### config.mk
export PLATFORM = sky130hd
export DESIGN_NAME = spi_byte_fifo_pair
export DESIGN_NICKNAME = d
export VERILOG_FILES = /design/src/rtl/spi_fifo_pkg.sv /design/src/rtl/spi_fifo_ring.sv /design/src/rtl/spi_fifo_flags.sv /design/src/rtl/spi_byte_fifo_pair.sv
export SDC_FILE = /design/constraint.sdc
export NUM_CORES = 1
export LEC_CHECK = 0
export BUFFER_PORTS_ARGS = -buffer_cell sky130_fd_sc_hd__buf_2
export CAP_MARGIN = 10
export CORE_MARGIN = 2
export CORE_UTILIZATION = 29
export CTS_CLUSTER_SIZE = 10
export DETAILED_ROUTE_END_ITERATION = 7
export SETUP_SLACK_MARGIN = 0.5
export SLEW_MARGIN = 20
export SYNTH_ARGS = -nofsm -noshare
export SYNTH_HDL_FRONTEND = slang
export SYNTH_SLANG_ARGS = --single-unit
### constraint.sdc
create_clock -name clk -period 3.6 [get_ports clk]
set_input_delay 0.36 -clock clk [delete_from_list [all_inputs] [get_ports clk]]
set_output_delay 0.36 -clock clk [all_outputs]
set_load 0.02 [all_outputs]
### src/rtl/spi_fifo_pkg.sv
package spi_fifo_pkg;

    localparam int BYTE_W = 8;

    // Which side of a ring moves whole words
    typedef enum logic {
        SIDE_WORD_IN  = 1'b0,   // words in, bytes out (transmit)
        SIDE_BYTE_IN  = 1'b1    // bytes in, words out (receive)
    } ring_side_e;

    typedef struct packed {
        logic tx_ovf;
        logic tx_unf;
        logic rx_ovf;
        logic rx_unf;
    } err_flags_t;

endpackage

### src/rtl/spi_fifo_ring.sv
module spi_fifo_ring
    import spi_fifo_pkg::*;
#(
    parameter int         DEPTH      = 8,
    parameter int         WORD_BYTES = 4,
    parameter ring_side_e SIDE       = SIDE_WORD_IN,
    localparam int        PTR_W      = $clog2(DEPTH),
    localparam int        CNT_W      = PTR_W + 1,
    localparam int        PUSH_N     = (SIDE == SIDE_WORD_IN) ? WORD_BYTES : 1,
    localparam int        POP_N      = (SIDE == SIDE_WORD_IN) ? 1 : WORD_BYTES
)(
    input  logic                       clk,
    input  logic                       rst_n,
    input  logic                       clear,
    input  logic                       push,
    input  logic [PUSH_N*BYTE_W-1:0]   push_data,
    input  logic                       pop,
    output logic [POP_N*BYTE_W-1:0]    pop_data,
    output logic [CNT_W-1:0]           level,
    output logic                       push_reject,
    output logic                       pop_reject
);

    typedef struct packed {
        logic [DEPTH-1:0][BYTE_W-1:0] mem;
        logic [PTR_W-1:0]             rd;
        logic [CNT_W-1:0]             cnt;
    } ring_t;

    ring_t             ring_d, ring_q;
    logic [CNT_W-1:0]  free_bytes;
    logic              push_ok, pop_ok;
    logic [PTR_W-1:0]  wr_base, wr_idx, rd_idx;

    always_comb begin
        ring_d     = ring_q;
        wr_idx     = '0;
        free_bytes = CNT_W'(DEPTH) - ring_q.cnt;
        push_ok    = push && (free_bytes >= CNT_W'(PUSH_N));
        pop_ok     = pop && (ring_q.cnt >= CNT_W'(POP_N));
        wr_base    = ring_q.rd + ring_q.cnt[PTR_W-1:0];
        if (clear) begin
            ring_d.rd  = '0;
            ring_d.cnt = '0;
        end else begin
            if (push_ok) begin
                for (int i = 0; i < PUSH_N; i++) begin
                    wr_idx = wr_base + PTR_W'(i);
                    ring_d.mem[wr_idx] = push_data[i*BYTE_W +: BYTE_W];
                end
            end
            if (pop_ok) begin
                ring_d.rd = ring_q.rd + PTR_W'(POP_N);
            end
            ring_d.cnt = ring_q.cnt
                       + (push_ok ? CNT_W'(PUSH_N) : '0)
                       - (pop_ok  ? CNT_W'(POP_N)  : '0);
        end
    end

    // Head lanes: oldest byte in the lowest lane, zero when too few are held
    always_comb begin
        pop_data = '0;
        rd_idx   = '0;
        if (ring_q.cnt >= CNT_W'(POP_N)) begin
            for (int i = 0; i < POP_N; i++) begin
                rd_idx = ring_q.rd + PTR_W'(i);
                pop_data[i*BYTE_W +: BYTE_W] = ring_q.mem[rd_idx];
            end
        end
    end

    always_ff @(posedge clk or negedge rst_n) begin
        if (!rst_n) begin
            ring_q <= '0;
        end else begin
            ring_q <= ring_d;
        end
    end

    assign level       = ring_q.cnt;
    assign push_reject = push && !push_ok && !clear;
    assign pop_reject  = pop && !pop_ok && !clear;

    AST_LEVEL_BOUND: assert property (@(posedge clk) disable iff (!rst_n)
        level <= CNT_W'(DEPTH));

    AST_REJECT_KEEPS_LEVEL: assert property (@(posedge clk) disable iff (!rst_n)
        (push_reject && !pop) |=> (level == $past(level)));

    AST_CLEAR_EMPTIES: assert property (@(posedge clk) disable iff (!rst_n)
        clear |=> (level == '0));

endmodule

### src/rtl/spi_fifo_flags.sv
module spi_fifo_flags
    import spi_fifo_pkg::*;
#(
    parameter int         DEPTH      = 8,
    parameter int         WORD_BYTES = 4,
    parameter int         THR_W      = 3,
    parameter ring_side_e SIDE       = SIDE_WORD_IN,
    localparam int        CNT_W      = $clog2(DEPTH) + 1,
    localparam int        CMP_W      = ((CNT_W > THR_W) ? CNT_W : THR_W) + 1
)(
    input  logic [CNT_W-1:0] level,
    input  logic [THR_W-1:0] thresh,
    output logic             full,
    output logic             empty,
    output logic             ready
);

    generate
        if (SIDE == SIDE_WORD_IN) begin : g_word_in
            logic [CMP_W-1:0] free_x;
            assign free_x = CMP_W'(DEPTH) - CMP_W'(level);
            assign full   = free_x < CMP_W'(WORD_BYTES);
            assign empty  = (level == '0);
            assign ready  = free_x > CMP_W'(thresh);
        end else begin : g_byte_in
            logic [CMP_W-1:0] held_x;
            assign held_x = CMP_W'(level);
            assign full   = (held_x == CMP_W'(DEPTH));
            assign empty  = held_x < CMP_W'(WORD_BYTES);
            assign ready  = held_x > CMP_W'(thresh);
        end
    endgenerate

endmodule

### src/rtl/spi_byte_fifo_pair.sv
module spi_byte_fifo_pair
    import spi_fifo_pkg::*;
#(
    parameter int  DEPTH      = 8,
    parameter int  WORD_BYTES = 4,
    parameter int  THR_W      = 3,
    localparam int LANE_W     = WORD_BYTES * BYTE_W,
    localparam int CNT_W      = $clog2(DEPTH) + 1
)(
    input  logic              clk,
    input  logic              rst_n,
    input  logic              soft_rst,
    input  logic [THR_W-1:0]  wr_thr,
    input  logic [THR_W-1:0]  rd_thr,
    input  logic              flush_req,
    output logic              flush_busy,
    input  logic              wr_push,
    input  logic [LANE_W-1:0] wr_word,
    output logic              tx_full,
    output logic              tx_empty,
    output logic              tx_ready,
    output logic              tx_ovf,
    output logic              tx_unf,
    output logic [BYTE_W-1:0] tx_byte,
    input  logic              tx_byte_pop,
    input  logic [BYTE_W-1:0] rx_byte,
    input  logic              rx_byte_push,
    input  logic              rd_pop,
    output logic [LANE_W-1:0] rd_word,
    output logic              rx_full,
    output logic              rx_empty,
    output logic              rx_ready,
    output logic              rx_ovf,
    output logic              rx_unf
);

    typedef struct packed {
        err_flags_t        err;
        logic              flush;
        logic [LANE_W-1:0] word;
    } ctl_t;

    ctl_t              ctl_d, ctl_q;
    logic              ring_clear;
    logic [CNT_W-1:0]  tx_level, rx_level;
    logic [LANE_W-1:0] rx_head;
    logic              tx_push_rej, tx_pop_rej, rx_push_rej, rx_pop_rej;

    assign ring_clear = soft_rst | ctl_q.flush;

    spi_fifo_ring #(
        .DEPTH(DEPTH), .WORD_BYTES(WORD_BYTES), .SIDE(SIDE_WORD_IN)
    ) u_tx_ring (
        .clk(clk), .rst_n(rst_n), .clear(ring_clear),
        .push(wr_push), .push_data(wr_word),
        .pop(tx_byte_pop), .pop_data(tx_byte),
        .level(tx_level), .push_reject(tx_push_rej), .pop_reject(tx_pop_rej)
    );

    spi_fifo_ring #(
        .DEPTH(DEPTH), .WORD_BYTES(WORD_BYTES), .SIDE(SIDE_BYTE_IN)
    ) u_rx_ring (
        .clk(clk), .rst_n(rst_n), .clear(ring_clear),
        .push(rx_byte_push), .push_data(rx_byte),
        .pop(rd_pop), .pop_data(rx_head),
        .level(rx_level), .push_reject(rx_push_rej), .pop_reject(rx_pop_rej)
    );

    spi_fifo_flags #(
        .DEPTH(DEPTH), .WORD_BYTES(WORD_BYTES), .THR_W(THR_W), .SIDE(SIDE_WORD_IN)
    ) u_tx_flags (
        .level(tx_level), .thresh(wr_thr),
        .full(tx_full), .empty(tx_empty), .ready(tx_ready)
    );

    spi_fifo_flags #(
        .DEPTH(DEPTH), .WORD_BYTES(WORD_BYTES), .THR_W(THR_W), .SIDE(SIDE_BYTE_IN)
    ) u_rx_flags (
        .level(rx_level), .thresh(rd_thr),
        .full(rx_full), .empty(rx_empty), .ready(rx_ready)
    );

    always_comb begin
        ctl_d = ctl_q;
        if (soft_rst) begin
            ctl_d = '0;
        end else if (ctl_q.flush) begin
            ctl_d.err   = '0;
            ctl_d.flush = 1'b0;
        end else begin
            ctl_d.flush       = flush_req;
            ctl_d.err.tx_ovf  = ctl_q.err.tx_ovf | tx_push_rej;
            ctl_d.err.tx_unf  = ctl_q.err.tx_unf | tx_pop_rej;
            ctl_d.err.rx_ovf  = ctl_q.err.rx_ovf | rx_push_rej;
            ctl_d.err.rx_unf  = ctl_q.err.rx_unf | rx_pop_rej;
            if (rd_pop) begin
                ctl_d.word = rx_head;
            end
        end
    end

    always_ff @(posedge clk or negedge rst_n) begin
        if (!rst_n) begin
            ctl_q <= '0;
        end else begin
            ctl_q <= ctl_d;
        end
    end

    assign flush_busy = ctl_q.flush;
    assign rd_word    = ctl_q.word;
    assign tx_ovf     = ctl_q.err.tx_ovf;
    assign tx_unf     = ctl_q.err.tx_unf;
    assign rx_ovf     = ctl_q.err.rx_ovf;
    assign rx_unf     = ctl_q.err.rx_unf;

    AST_FLUSH_PULSE: assert property (@(posedge clk) disable iff (!rst_n)
        flush_busy |=> !flush_busy);

    AST_FLUSH_DRAINS: assert property (@(posedge clk) disable iff (!rst_n)
        flush_busy |=> (tx_empty && rx_level == '0 && !tx_ovf && !rx_unf));

    AST_TX_OVF_SET: assert property (@(posedge clk) disable iff (!rst_n)
        (wr_push && tx_full && !soft_rst && !flush_busy) |=> tx_ovf);

    AST_TX_OVF_STICKY: assert property (@(posedge clk) disable iff (!rst_n)
        (tx_ovf && !soft_rst && !flush_busy) |=> tx_ovf);

    AST_RX_UNDERFLOW_ZERO: assert property (@(posedge clk) disable iff (!rst_n)
        (rd_pop && rx_empty && !soft_rst && !flush_busy) |=> (rd_word == '0 && rx_unf));

    AST_SOFT_CLEAR: assert property (@(posedge clk) disable iff (!rst_n)
        soft_rst |=> (tx_empty && !tx_ovf && !tx_unf && !rx_ovf && !rx_unf
                      && !flush_busy && rd_word == '0));

endmodule

==> results.sh <==
export IMPL_status="completed"
export IMPL_slew_violations=0
export IMPL_fin_util_pct=34.8
export IMPL_timing_hold_violations_final=0
export IMPL_rsz0062_at_grt="false"
export IMPL_fin_area_mm2=0.0124
export IMPL_ant_nets=0
export IMPL_crit_buf_inv=3
export IMPL_min_period_ns=3.02
export IMPL_postSynthAreaPerCell_um2=10.6
export IMPL_path_cells="ha_2 > inv_1 > fa_2 > inv_4 > ha_1 > inv_1 > a221o_1 > a21oi_1 > or3_4 > mux2_1"
export IMPL_wl_per_cell_um=21.7
export IMPL_clk_latency_ns=0.44
export IMPL_wl_um=33700
export IMPL_grt_pass1_vias=8929
export IMPL_tightest_slew_ns=0.952
export IMPL_relSlewSlack_pct=36.3
export IMPL_crit_required_ns=3.92
export IMPL_fillerInstances=3564
export IMPL_final_net_count=1156
export IMPL_die_width_um=195
export IMPL_cp_start_kind="flop"
export IMPL_track_usage_pct=18.0
export IMPL_vias=8797
export IMPL_maxCapViolCount=0
export IMPL_vias_per_cell=5.67
export IMPL_crit_path_top_delay_cell="fa_2"
export IMPL_fin_skew_ns=0.00847
export IMPL_synth_area_mm2=0.0105
export IMPL_r2r_slack_ns=0.58
export IMPL_ys_async_sr_fraction_pct=100
export IMPL_die_y_um=195
export IMPL_final_cell_mix="dfrtp_1 (176), mux2_2 (133), buf_2 (103)"
export IMPL_syn_nets=1069
export IMPL_antennaDiodeCount=0
export IMPL_grt_max_degree=79
export IMPL_finalSetupViolations=0
export IMPL_cts_sinks=177
export IMPL_synth_yosys_seq_area_share_pct=42.0
export IMPL_placed_cell_area_mm2=0.0116
export IMPL_numCtsBuffers=17
export IMPL_critPathMaxFanout=8
export IMPL_drc=0
export IMPL_synth_flop_cell="dfrtp_1"
export IMPL_cts_root_buf="clkbuf_16"
export IMPL_final_period_utilization_pct=83.8
export IMPL_endpoint_kind="flop"
export IMPL_fin_setup_tns_ns=0
export IMPL_drt_initial_drc_count=823
export IMPL_yosysWarnings=0
export IMPL_rows=69
export IMPL_drive_gt1_share_pct=35.0
export IMPL_fmax_mhz=331
export IMPL_io_pins=105
export IMPL_synthCells=991
export IMPL_synth_edf_count=0
export IMPL_crit_family="adder cells"
export IMPL_cts_htree_levels=4
export IMPL_grt_pass1_wl_um=52800
export IMPL_fp_dieArea_mm2=0.0379
export IMPL_crit_arrival_ns=3.34
export IMPL_dp_hpwl_um=23300
export IMPL_layout_commonest_cell="dfrtp_1"
export IMPL_clkTransAtPathRegs_ns=0.07
export IMPL_first_pass_iters=5
export IMPL_ys_ff_latch=177
export IMPL_start_util_pct=29.6
export IMPL_cts_tree="built"
export IMPL_io_buffer_count=104
export IMPL_hold_class="in -> reg"
export IMPL_area_growth_pct=17.7
export IMPL_placeableCoreArea_mm2=0.0357
export IMPL_path_common_cell="inv_1"
export IMPL_crit_type="reg -> reg"
export IMPL_overflow=0
export IMPL_cellLeakagePower_nw=5.30
export IMPL_gp_congestion=0.994
export IMPL_ir_worst_vdd_uv=943
export IMPL_power_density_mw_per_mm2=995
export IMPL_cts_path_max_buffers=2
export IMPL_grt_antenna_before_repair=0
export IMPL_cpPeakStageDelay_ns=0.60
export IMPL_synth_distinct_cells=55
-- worst register-to-register path, cell delays in order (launching register included) --
cell	delay, ns
dfrtp_1	0.35
ha_2	0.16
inv_1	0.04
fa_2	0.60
inv_4	0.09
ha_1	0.32
inv_1	0.18
a221o_1	0.22
a21oi_1	0.10
or3_4	0.49
mux2_1	0.34
-- final cells by class --
type	count	area (um^2)	share of cell area (%)
Multi-Input combinational cell	708	5770	46.5
Sequential cell	177	4430	35.7
Timing Repair Buffer	151	943	7.60
Tap cell	461	577	4.65
Clock buffer	17	425	3.43
Clock inverter	15	174	1.40
Inverter	23	88.8	0.716
-- cells by family after synthesis --
logic type | count (synthesis) | share of synthesized area (%)
and+or+nand+nor | 237 | 10.8
xor gates and xnor gates | 20 | 2.46
muxes | 205 | 23.0
AOI/OAI and AO/OA | 222 | 14.8
DFF | 177 | 42.0
buffers and inverters | 106 | 4.07
adders and majority gates | 24 | 2.99
-- cell usage after synthesis (4+ instances only) --
| cell type | n | share of area (%) |
|---|---|---|
| ha_1 | 22 | 2.6 |
| xor2_1 | 5 | 0.42 |
| and3_1 | 4 | 0.24 |
| o32ai_1 | 27 | 2.2 |
| or2_2 | 13 | 0.77 |
| o2bb2ai_1 | 9 | 0.75 |
| inv_1 | 23 | 0.82 |
| dfrtp_1 | 177 | 42 |
| xnor2_1 | 9 | 0.75 |
| nand2_1 | 77 | 2.7 |
| nor2b_1 | 7 | 0.42 |
| a31oi_1 | 32 | 1.9 |
| nor2_1 | 49 | 1.7 |
| o22ai_1 | 25 | 1.5 |
| clkbuf_1 | 59 | 2.1 |
| buf_2 | 15 | 0.71 |
| nor3_1 | 7 | 0.33 |
| mux2_2 | 133 | 14 |
| a32oi_1 | 34 | 2.8 |
| mux4_2 | 16 | 3.4 |
| buf_1 | 5 | 0.18 |
| a21oi_1 | 15 | 0.71 |
| o21ai_0 | 62 | 2.9 |
| mux2i_1 | 54 | 5.1 |
| nand3_1 | 61 | 2.9 |
-- per-stage QoR --
stage | hold slack [ns] | setup slack, ns | std cells | total power, W
global route | 0.113 | 0.498 | 1552 | 0.0130
CTS | 0.103 | 0.507 | 1550 | 0.0121
detailed placement | 0.439 | 0.324 | 1509 | 0.0100
floorplan | 0.0644 | 0.509 | 991 | 0.00784
finish | 0.127 | 0.583 | 1552 | 0.0124
global placement | 0.431 | 0.295 | 1509 | 0.00997
-- where the power goes --
part	total (W)	switching, W	internal [W]
Combinational	0.00749	0.00461	0.00288
Sequential	0.00296	0.000371	0.00259
Clock	0.00191	0.000863	0.00104
Total	0.0124	0.00584	0.00651
-- state kept, by name (all words and copies together), names as in the netlist --
signal            flops
u_tx_ring.ring_q     67
rd_word              32
flush_busy            1
rx_ovf                1
u_tx_ring.level       4
u_rx_ring.level       4
rx_unf                1
tx_unf                1
u_rx_ring.ring_q     65
tx_ovf                1
-- worst paths after layout --
| path | from | cells after the start | to |
|---|---|---|---|
| max in group asynchronous | rst_n | 3 | rd_word[6] |
| hold / removal | flush_req | 2 | flush_busy |
| min in group asynchronous | rst_n | 2 | u_tx_ring.ring_q[38] |
| hold reg to reg | rd_word[13] | 2 | rd_word[13] |
| setup / recovery | u_tx_ring.ring_q[4] | 10 | u_tx_ring.ring_q[23] |
| setup reg to reg | u_tx_ring.ring_q[4] | 10 | u_tx_ring.ring_q[23] |
-- metal layers --
layer	vias to the layer above	track usage [%]	share of wire [%]
li1	3872	-	-
met1	4391	23.9	44
met2	440	26.9	44
met3	94	3.96	6.9
met4	0	10.3	4.7
met5	-	0	0
-- timing repair --
action | in CTS | in global routing
resized for setup | 7 | 12
endpoints found under the setup margin | 61 | 64
endpoints found under the hold margin | 40 | 0
cloned | 0 | 0
hold buffers | 1 | 0
pin swaps | 4 | 3
setup buffers | 8 | 2
No activity file was read; power rests on OpenSTA's default activity.
